<file path="src/rtl/rxd_pkg.sv">
package rxd_pkg;

    typedef enum logic [2:0] {
        ST_IDLE,
        ST_WAIT,
        ST_BURST,
        ST_FLUSH,
        ST_PREP,
        ST_HDR0,
        ST_HDR1
    } dma_state_e;

    localparam int          FIRST_LEVEL   = 8;
    localparam int          PREP_CYCLES   = 2;
    localparam logic [7:0]  HDR_STATUS_OK = 8'h01;
    localparam logic [7:0]  DATA_OFFSET   = 8'h04;

    typedef struct packed {
        dma_state_e  state;
        logic        in_frame;
        logic        first_done;
        logic        eof_seen;
        logic [15:0] bcount;
        logic [7:0]  page;
        logic [15:0] wptr;
        logic [2:0]  burst_left;
        logic [1:0]  prep_cnt;
    } seq_regs_t;

    function automatic logic [15:0] ring_next(input logic [15:0] a,
                                              input logic [7:0]  lo_pg,
                                              input logic [7:0]  hi_pg);
        logic [15:0] n;
        n = a + 16'd2;
        if (n[7:0] == 8'h00 && n[15:8] == hi_pg) n = {lo_pg, 8'h00};
        return n;
    endfunction

endpackage

</file>
<file path="src/rtl/rxd_byte_fifo.sv">
module rxd_byte_fifo #(
    parameter int DEPTH = 16,
    localparam int AW = $clog2(DEPTH),
    localparam int CW = $clog2(DEPTH + 1)
) (
    input  logic          clk_i,
    input  logic          rst_ni,
    input  logic          push_i,
    input  logic [7:0]    push_data_i,
    input  logic [1:0]    pop_cnt_i,
    output logic [CW-1:0] fill_o,
    output logic [7:0]    head0_o,
    output logic [7:0]    head1_o
);

    logic [7:0]    mem_q [DEPTH];
    logic [AW-1:0] rd_d, rd_q, wr_d, wr_q;
    logic [CW-1:0] cnt_d, cnt_q;

    always_comb begin
        rd_d  = rd_q + AW'(pop_cnt_i);
        wr_d  = wr_q + AW'(push_i);
        cnt_d = cnt_q + CW'(push_i) - CW'(pop_cnt_i);
    end

    always_ff @(posedge clk_i) begin
        if (!rst_ni) begin
            rd_q  <= '0;
            wr_q  <= '0;
            cnt_q <= '0;
        end else begin
            rd_q  <= rd_d;
            wr_q  <= wr_d;
            cnt_q <= cnt_d;
        end
    end

    always_ff @(posedge clk_i) begin
        if (push_i) mem_q[wr_q] <= push_data_i;
    end

    assign fill_o  = cnt_q;
    assign head0_o = mem_q[rd_q];
    assign head1_o = mem_q[rd_q + AW'(1)];

    assert_fifo_no_overflow_R4: assert property (@(posedge clk_i) disable iff (!rst_ni)
        push_i |-> (cnt_q < CW'(DEPTH)) || (pop_cnt_i != 2'd0));

    assert_fifo_no_underflow_R4: assert property (@(posedge clk_i) disable iff (!rst_ni)
        CW'(pop_cnt_i) <= cnt_q);

endmodule

</file>
<file path="src/rtl/rxd_seq.sv">
module rxd_seq
    import rxd_pkg::*;
#(
    parameter int FILL_W = 5,
    parameter int THR_W  = 3
) (
    input  logic              clk_i,
    input  logic              rst_ni,
    input  logic              in_valid_i,
    input  logic              in_sof_i,
    input  logic              in_eof_i,
    input  logic [THR_W-1:0]  cfg_thresh_words_i,
    input  logic [7:0]        cfg_ring_start_i,
    input  logic [7:0]        cfg_ring_stop_i,
    input  logic              bus_gnt_i,
    input  logic [FILL_W-1:0] fifo_fill_i,
    input  logic [7:0]        head0_i,
    input  logic [7:0]        head1_i,
    output logic              push_o,
    output logic [1:0]        pop_cnt_o,
    output logic              bus_req_o,
    output logic [15:0]       mem_addr_o,
    output logic [15:0]       mem_wdata_o,
    output logic              mem_we_o
);

    localparam seq_regs_t REGS_RST = '{state: ST_IDLE, in_frame: 1'b0, first_done: 1'b0,
                                       eof_seen: 1'b0, bcount: 16'd0, page: 8'd0,
                                       wptr: 16'd0, burst_left: 3'd0, prep_cnt: 2'd0};

    seq_regs_t        d, q;
    logic             start;
    logic [FILL_W-1:0] level;
    logic [7:0]       next_page;

    always_comb begin
        d           = q;
        pop_cnt_o   = 2'd0;
        mem_we_o    = 1'b0;
        mem_addr_o  = q.wptr;
        mem_wdata_o = {head1_i, head0_i};

        // frame intake
        start  = in_valid_i && in_sof_i && !q.in_frame && (q.state == ST_IDLE);
        push_o = start || (in_valid_i && q.in_frame && !q.eof_seen);
        if (start) begin
            d.in_frame   = 1'b1;
            d.first_done = 1'b0;
            d.eof_seen   = in_eof_i;
            d.bcount     = 16'd1;
            d.wptr       = {q.page, DATA_OFFSET};
        end else if (push_o) begin
            d.bcount = q.bcount + 16'd1;
            if (in_eof_i) d.eof_seen = 1'b1;
        end

        level = q.first_done ? FILL_W'({cfg_thresh_words_i, 1'b0}) : FILL_W'(FIRST_LEVEL);

        next_page = (q.wptr[7:0] == 8'h00) ? q.wptr[15:8] : q.wptr[15:8] + 8'd1;
        if (next_page == cfg_ring_stop_i) next_page = cfg_ring_start_i;

        case (q.state)
            ST_IDLE: begin
                if (q.in_frame && (q.eof_seen || fifo_fill_i >= level)) d.state = ST_WAIT;
            end
            ST_WAIT: begin
                if (bus_gnt_i) begin
                    d.first_done = 1'b1;
                    d.burst_left = 3'(level >> 1);
                    d.state      = d.eof_seen ? ST_FLUSH : ST_BURST;
                end
            end
            ST_BURST: begin
                if (bus_gnt_i) begin
                    mem_we_o     = 1'b1;
                    pop_cnt_o    = 2'd2;
                    d.wptr       = ring_next(q.wptr, cfg_ring_start_i, cfg_ring_stop_i);
                    d.burst_left = q.burst_left - 3'd1;
                    if (q.burst_left == 3'd1) d.state = d.eof_seen ? ST_FLUSH : ST_IDLE;
                end
            end
            ST_FLUSH: begin
                if (bus_gnt_i) begin
                    if (fifo_fill_i >= FILL_W'(2)) begin
                        mem_we_o  = 1'b1;
                        pop_cnt_o = 2'd2;
                        d.wptr    = ring_next(q.wptr, cfg_ring_start_i, cfg_ring_stop_i);
                    end else if (fifo_fill_i == FILL_W'(1)) begin
                        mem_we_o    = 1'b1;
                        pop_cnt_o   = 2'd1;
                        mem_wdata_o = {8'h00, head0_i};
                        d.wptr      = ring_next(q.wptr, cfg_ring_start_i, cfg_ring_stop_i);
                    end
                    if (fifo_fill_i <= FILL_W'(2)) begin
                        d.state    = ST_PREP;
                        d.prep_cnt = 2'(PREP_CYCLES - 1);
                    end
                end
            end
            ST_PREP: begin
                if (q.prep_cnt == 2'd0) d.state = ST_HDR0;
                else                    d.prep_cnt = q.prep_cnt - 2'd1;
            end
            ST_HDR0: begin
                mem_addr_o  = {q.page, 8'h00};
                mem_wdata_o = {next_page, HDR_STATUS_OK};
                if (bus_gnt_i) begin
                    mem_we_o = 1'b1;
                    d.state  = ST_HDR1;
                end
            end
            ST_HDR1: begin
                mem_addr_o  = {q.page, 8'h02};
                mem_wdata_o = q.bcount + 16'd4;
                if (bus_gnt_i) begin
                    mem_we_o   = 1'b1;
                    d.state    = ST_IDLE;
                    d.in_frame = 1'b0;
                    d.eof_seen = 1'b0;
                    d.page     = next_page;
                end
            end
            default: d.state = ST_IDLE;
        endcase
    end

    always_ff @(posedge clk_i) begin
        if (!rst_ni) begin
            q      <= REGS_RST;
            q.page <= cfg_ring_start_i;
        end else begin
            q <= d;
        end
    end

    assign bus_req_o = (q.state != ST_IDLE);

    assert_first_req_R2: assert property (@(posedge clk_i) disable iff (!rst_ni)
        ($rose(bus_req_o) && !q.first_done) |-> (q.eof_seen || $past(fifo_fill_i) >= FILL_W'(FIRST_LEVEL)));

    assert_req_held_R8: assert property (@(posedge clk_i) disable iff (!rst_ni)
        (bus_req_o && q.eof_seen && q.state != ST_HDR1) |=> bus_req_o);

    assert_ring_bounds_R5: assert property (@(posedge clk_i) disable iff (!rst_ni)
        mem_we_o |-> (mem_addr_o[15:8] >= cfg_ring_start_i && mem_addr_o[15:8] < cfg_ring_stop_i));

    assert_prep_gap_R9: assert property (@(posedge clk_i) disable iff (!rst_ni)
        (q.state == ST_HDR0 && $past(q.state) != ST_HDR0) |->
            ($past(q.state, 1) == ST_PREP && $past(q.state, 2) == ST_PREP));

endmodule

</file>
<file path="src/rtl/rx_ring_dma.sv">
module rx_ring_dma #(
    parameter int FIFO_DEPTH = 16,
    parameter int THR_W      = 3,
    localparam int FILL_W    = $clog2(FIFO_DEPTH + 1)
) (
    input  logic             clk,
    input  logic             rst_n,
    input  logic             in_valid,
    input  logic [7:0]       in_data,
    input  logic             in_sof,
    input  logic             in_eof,
    input  logic [THR_W-1:0] cfg_thresh_words,
    input  logic [7:0]       cfg_ring_start,
    input  logic [7:0]       cfg_ring_stop,
    input  logic             bus_gnt,
    output logic             bus_req,
    output logic [15:0]      mem_addr,
    output logic [15:0]      mem_wdata,
    output logic             mem_we
);

    logic              push;
    logic [1:0]        pop_cnt;
    logic [FILL_W-1:0] fill;
    logic [7:0]        head0, head1;

    rxd_byte_fifo #(.DEPTH(FIFO_DEPTH)) u_fifo (
        .clk_i       (clk),
        .rst_ni      (rst_n),
        .push_i      (push),
        .push_data_i (in_data),
        .pop_cnt_i   (pop_cnt),
        .fill_o      (fill),
        .head0_o     (head0),
        .head1_o     (head1)
    );

    rxd_seq #(.FILL_W(FILL_W), .THR_W(THR_W)) u_seq (
        .clk_i              (clk),
        .rst_ni             (rst_n),
        .in_valid_i         (in_valid),
        .in_sof_i           (in_sof),
        .in_eof_i           (in_eof),
        .cfg_thresh_words_i (cfg_thresh_words),
        .cfg_ring_start_i   (cfg_ring_start),
        .cfg_ring_stop_i    (cfg_ring_stop),
        .bus_gnt_i          (bus_gnt),
        .fifo_fill_i        (fill),
        .head0_i            (head0),
        .head1_i            (head1),
        .push_o             (push),
        .pop_cnt_o          (pop_cnt),
        .bus_req_o          (bus_req),
        .mem_addr_o         (mem_addr),
        .mem_wdata_o        (mem_wdata),
        .mem_we_o           (mem_we)
    );

endmodule

</file>
<file path="config.mk">
export PLATFORM = sky130hd
export DESIGN_NAME = rx_ring_dma
export DESIGN_NICKNAME = d
export VERILOG_FILES = /design/src/rtl/rxd_pkg.sv /design/src/rtl/rxd_byte_fifo.sv /design/src/rtl/rxd_seq.sv /design/src/rtl/rx_ring_dma.sv
export SDC_FILE = /design/constraint.sdc
export NUM_CORES = 1
export LEC_CHECK = 0
export ABC_AREA = 1
export BUFFER_PORTS_ARGS = -buffer_cell sky130_fd_sc_hd__clkbuf_2
export CORE_MARGIN = 4
export CORE_UTILIZATION = 30
export DETAILED_ROUTE_END_ITERATION = 6
export SYNTH_ARGS = -nofsm -noshare
export SYNTH_HDL_FRONTEND = slang
export SYNTH_SLANG_ARGS = --single-unit
</file>
<file path="constraint.sdc">
create_clock -name clk -period 3.65 [get_ports clk]
set_clock_uncertainty 0.1 [all_clocks]
set_input_delay 0.365 -clock clk [delete_from_list [all_inputs] [get_ports clk]]
set_output_delay 0.365 -clock clk [all_outputs]
set_load 0.03 [all_outputs]
</file>
# Yosys cells after proc, flatten, opt, wreduce, memory -nomap -nowiden
# Memory sizes are Yosys's and may differ from the RTL's. A register that Yosys moved wholly into a read port is not among the register bits.
# Cells that the tools add are included.
# classes
n_eq_ne	22
bitwise_logic	1
n_addsub	11
mux	58
reduce_logical	25
magnitude_cmp	3
# ops
op	count
$mux W16	8
$pmux W16 S2	2
$pmux W16 S3	1
$mux W17	2
$mux W8	4
$mux W29	1
$mux W3	9
$pmux W3 S7	1
$mux W19	1
$add A16 B1 Y16 const B	1
$add A16 B2 Y16 const B	1
$add A16 B3 Y16 const B	1
$eq A8 B8 Y1	2
$logic_not A8 Y1	2
$mux W2	8
$mux W1	14
$ne A2 B2 Y1 const B	7
$mux W4	3
$ne A2 B1 Y1 const B	5
$eq A3 B3 Y1 const B	3
$reduce_and A9 Y1	1
$add A8 B1 Y8 const B	1
$pmux W2 S2	2
$logic_and A1 B1 Y1	7
other kinds (27)	33
# word_totals
memories	1
ram_bits	128
in_bits	33
wordCells	134
ff_bits	64
# mem_list
memory	depth	word_bits	rd	rd_clocked_by_memory_dff	wr	line_no	rtl
u_fifo.mem_q	16	8	2	1	1	rxd_byte_fifo.sv:16	logic [7:0] mem_q [DEPTH];

# Logic depth before layout (Yosys ltp)
# depth
ltp_word	10
ltp_mapped	17
mapped_depth_nobuf	17

# Cells and area by module
# A second synthesis with hierarchy kept.
# unflattened
cells_unflattened	1702
area_unflattened_um2	12313.1
# by_module_without_submodules
mod	n_inst	cells_per_inst	seq_area_each_um2	area_per_inst_um2
rxd_byte_fifo	1	921	4103.9	7561.0
rxd_seq	1	781	1101.1	4752.1

# Least setup slack after synthesis
# OpenSTA, ideal clock, no wires.
# synth_path
path_type	register to register
from	register u_seq.q[48] (netlist bit)
to	register u_fifo.cnt_q[4], in the netlist u_fifo.fill_o[4]
period_less_slack_ps	2664
path_slack_ps	986
t_required_ps	3480
arrival_ps	2494
n_path_buf	0
stages_incl_launch_ff	16
cell_sequence	dfxtp_1 -> nand2_1 -> nor2_2 -> inv_1 -> nor2_1 -> inv_1 -> nor3_1 -> ha_1 -> inv_1 -> ha_1 -> fa_1 -> nand2_1 -> a21oi_1 -> nor2_1 -> o21ai_0 -> a21oi_1
# synth_between
elab_chain_cells	5
elab_cells_between_ends	8
classes_between	2 x add/sub; 2 x eq/ne; 1 x mux; 3 x reduce/logical
# synth_lines
element	line_no	rtl
start: declaration	rxd_seq.sv:31	seq_regs_t d, q;
$logic_not A3 Y1	rxd_seq.sv:44	start = in_valid_i && in_sof_i && !q.in_frame && (q.state == ST_IDLE);
$logic_and A1 B1 Y1	rxd_seq.sv:44	
$logic_or A1 B1 Y1	rxd_seq.sv:45	push_o = start || (in_valid_i && q.in_frame && !q.eof_seen);
$add A5 B1 Y5	rxd_byte_fifo.sv:23	cnt_d = cnt_q + CW'(push_i) - CW'(pop_cnt_i);
$sub A5 B2 Y5 *	rxd_byte_fifo.sv:23	
end signal: assignment	rxd_byte_fifo.sv:34	cnt_q <= cnt_d;
end: declaration	rxd_byte_fifo.sv:18	logic [CW-1:0] cnt_d, cnt_q;
# Mark *: on every way between the ends. The rest lies on a longest branch, timed or not.
# A chain may end at the register's enable or synchronous reset.

==> results.txt <==
The flow ran to the end, and the final reports show no timing, DRC or antenna violations. Setup repair after global routing left no endpoint under its margin. The logs give 12430 um^2 for the standard cell area after detailed placement and 3.06 ns for the data arrival time at the worst-slack endpoint. At the end of the flow, the number of nets in the layout was 1579. Worst path buffer plus inverter count: 4. The share of cells above drive strength 1 was 12.13%.

The tools report the origin of the worst setup path as u_fifo.rd_q[1]$_SDFF_PN0_. The maximum number of pins on one net before global-route repair was 99. The area enclosed by the die boundary came out at 41040 um^2. CTS placed an instance of sky130_fd_sc_hd__clkbuf_16 at the clock tree root. Number of instances in the synthesized netlist: 1448.

The start of the worst register-to-register path was u_seq.q[7]$_SDFF_PN0_. The run gives 0.1890 ns as the worst hold slack after final layout. The first global-routing pass estimated 58.94 mm of wire. In this design, the largest share of critical-path delay is due to buffers and inverters. Traced cell by cell, the critical path runs through buf_4, inv_1, buf_4, o21ai_0, a21oi_1, o311ai_0, a21oi_1, or2_2, clkbuf_2. At the later pin of the worst-skew pair, clock insertion delay measures 0.44 ns. Ranked by total cell area, the synthesized netlist is headed by sky130_fd_sc_hd__edfxtp_1 (36%), sky130_fd_sc_hd__dfxtp_1 (9.9%), sky130_fd_sc_hd__o21ai_0 (8.6%). TritonCTS built the clock tree. The area of all placed cells without fillers is 13070 um^2, and the area growth from synthesis to final layout is 15.10%. CTS saw 192 sinks. Summed over its instances, the top area cell type makes up 35.96% of the synthesized netlist area. The number of cells traversed by the worst register-to-register path was 15; the power density of the placed cells was 530.4 nW/um^2. The total count of max-transition violations in the final report was 0. After synthesis, the share of flip-flops with an asynchronous set or reset is 0%. In this run the number of cells on the critical path is 9. Cell at the slowest stage of the critical path: sky130_fd_sc_hd__o311ai_0.

Total number of placement rows: 71. Yosys instantiated no cell more often than sky130_fd_sc_hd__nand2_1. The first detailed-routing pass took 7 iterations. For the number of maximum-capacitance violations, the log shows 0. For this run, the number of Yosys warnings is 0. The horizontal die dimension was 202.6 um; the post-synthesis sequential element count was 192. The largest single stage delay on the critical path is 0.52 ns. STA classifies the critical path endpoint as a primary output. The tools report the endpoint required time on the critical path as 3.18 ns. The remaining design rule violation count is 0, and the number of antenna violations at the first check in global routing is 2. The run gives 1507 as the net count after synthesis. The post-route minimum period came out at 3.522 ns.

The commonest cells after synthesis are sky130_fd_sc_hd__nand2_1 (234), sky130_fd_sc_hd__o21ai_0 (195), sky130_fd_sc_hd__inv_1 (172). The worst-margin pin slew works out to 1.038 ns. Largest area contributor in the synthesized netlist: sky130_fd_sc_hd__edfxtp_1. The final worst-path cycle share was 96.50%. Static timing analysis puts the maximum clock frequency at 0.2839 GHz. Global routing finished with a remaining overflow of 0. Post-detailed-route wirelength per cell: 19.01 um. Of all nets on the critical path, the largest fanout is 35. The number of global-route vias before repair is 10140. Once layout is complete, the utilization of the core stands at 34.87%.

The detailed placement HPWL came out at 27.23 mm. Dividing the detail-routed via count by the number of cells gives 5.270. Counting flops with a built-in enable in the synthesized netlist gives 136.

STA classifies the critical path startpoint as a register. In the synthesized netlist the dominant register cell turns out to be sky130_fd_sc_hd__edfxtp_1. The final setup violation count is 0.

The longest clock path from root to sink contains 2 buffers. The run gives 5.064 nW as the cell leakage power. Total number of H-tree levels: 4. The number of different library cells used by synthesis comes to 46.

The total area inside the core boundary comes to 37490 um^2. VDD sags by at most 0.0003459 V. Across every metal layer, demand over resource in global routing totals 18.31%.

Clock-pin slew was measured on the worst setup and hold paths at 0.07 ns. The count of nets left with antenna violations once routing finished came out at 0. The I/O pin count is 67. For flop-to-flop paths, the worst setup slack is 0.65 ns. After routing, the total negative slack on setup checks comes to 0 ns.

The capturing element of the worst setup path is mem_wdata[4]. Detailed routing inserted a total of 10770 vias. Summing the sequential cell areas from Yosys gives 45.83% of the chip area. The starting DRC count in detailed routing was 1027; the normalized max-slew margin was 30.56%. The number of antenna diodes in the final layout is 0. The post-synthesis instance area is 11360 um^2, and the number of input and output port buffers inserted is 66. At the end of routability-driven placement, the weighted congestion stood at 0.9667. The run gives 0 as the hold-fix buffer count after cts. The mean post-synth cell area was 7.844 um^2; the overall die height was 202.6 um. The worst register-to-register path ends at u_seq.q[18]$_SDFF_PN0_. For this block, the routed nets add up to 38.86 mm of wire. The count of final hold-check violations was 0.

Once the floorplan was initialized, standard cells occupied 30.30% of the core. Kind of critical path: reg -> out. Buffers inserted during clock tree synthesis total 17. The path class of the lowest-slack min-delay path is in -> reg.
-- where the power goes --
| group | internal [W] | switching, W | leakage [nW] | total (W) |
|---|---|---|---|---|
| sequential | 0.00248 | 0.000131 | 1.69 | 0.00261 |
| combinational | 0.000794 | 0.00171 | 3.11 | 0.00251 |
| clock | 0.000897 | 0.000920 | 0.260 | 0.00182 |
| total | 0.00417 | 0.00276 | 5.06 | 0.00693 |
-- per-stage QoR --
step	setup slack, ns	instances	power, W
floorplan	0.9859	1448	0.004277
global placement	0.5193	2004	0.005005
detailed placement	0.5215	2004	0.005036
CTS	0.02182	2036	0.006835
global route	0.05150	2044	0.007353
finish	0.1276	2044	0.006935
-- sequential cells by signal, summed over array words and instances (netlist names) --
name	count
u_fifo.mem_q	128
u_seq.q	51
u_fifo.fill_o	5
u_fifo.rd_q	4
u_fifo.wr_q	4
-- worst min path at each step --
stage	cells after the start	slack, ns	from	to
after floorplan	1	0.33	u_seq.q[0]$_SDFFE_PN0P_	u_seq.q[0]$_SDFFE_PN0P_
after global placement	1	0.35	u_seq.q[0]$_SDFFE_PN0P_	u_seq.q[0]$_SDFFE_PN0P_
after detailed placement	1	0.36	u_seq.q[0]$_SDFFE_PN0P_	u_seq.q[0]$_SDFFE_PN0P_
after CTS	3	0.17	cfg_thresh_words[2]	u_seq.q[4]$_SDFFE_PN0P_
after global routing	3	0.20	cfg_ring_start[4]	u_seq.q[25]$_DFFE_PP_
final	3	0.19	cfg_thresh_words[2]	u_seq.q[4]$_SDFFE_PN0P_
-- final cells by class --
type / instances / area (um^2)
clock inverters: 14 / 128.9
fillers: 3943 / 24410
clock buffers: 18 / 429.2
well taps: 511 / 639.4
multi-input cells: 1016 / 5246
flip-flops and latches: 192 / 5210
inverters: 179 / 671.9
repair buffers: 114 / 748.2
-- logic make-up (layout without fill, tap and decap cells) --
| kind of cell | after synthesis | count (layout) | share of synthesized area (%) |
|---|---|---|---|
| simple gates | 577 | 577 | 22.54 |
| xor+xnor | 13 | 13 | 1.124 |
| compound gates | 400 | 400 | 19.49 |
| fa+ha+maj | 26 | 26 | 2.996 |
| buf+inv | 240 | 325 | 8.030 |
| flops | 192 | 192 | 45.83 |
-- routing by layer --
layer	track usage, %	vias up	routed length, um
met1	24.07	5095	16350
met2	30.87	458	18390
li1	-	5156	-
met4	5.286	4	964
met5	0	-	24
met3	3.546	58	3132
-- what timing repair did --
action	4_1_cts	5_1_grt
gates resized for setup	0	5
setup endpoints to repair	0	10
endpoints found under the hold margin	0	0
buffers inserted	0	8
-- cell usage in the layout, fill, tap and decap left out, types with 8 or more instances in the layout --
cell,synthesis,routed
sky130_fd_sc_hd__buf_4,1,42
sky130_fd_sc_hd__nor2_2,9,10
sky130_fd_sc_hd__ha_1,24,23
sky130_fd_sc_hd__o211ai_1,9,9
sky130_fd_sc_hd__a21oi_1,132,132
sky130_fd_sc_hd__nand3_1,148,148
sky130_fd_sc_hd__clkbuf_2,0,66
sky130_fd_sc_hd__nor2_1,127,126
sky130_fd_sc_hd__o221ai_1,22,22
sky130_fd_sc_hd__o21ai_0,195,195
sky130_fd_sc_hd__nor2_4,10,10
sky130_fd_sc_hd__nand4_1,11,11
sky130_fd_sc_hd__nand2_1,234,234
sky130_fd_sc_hd__edfxtp_1,136,136
sky130_fd_sc_hd__o311ai_0,16,15
sky130_fd_sc_hd__o21ai_1,8,8
sky130_fd_sc_hd__dfxtp_1,56,54
sky130_fd_sc_hd__clkbuf_16,0,17
sky130_fd_sc_hd__inv_1,172,171
sky130_fd_sc_hd__nor3_1,18,18
sky130_fd_sc_hd__xor2_1,8,8
-- worst min-delay path, cell delays in order --
cell and delay [ns]:
sky130_fd_sc_hd__clkbuf_2 0.11, sky130_fd_sc_hd__o21ai_0 0.07, sky130_fd_sc_hd__a31oi_1 0.14
Note: power is estimated with default switching activity, not from simulation.
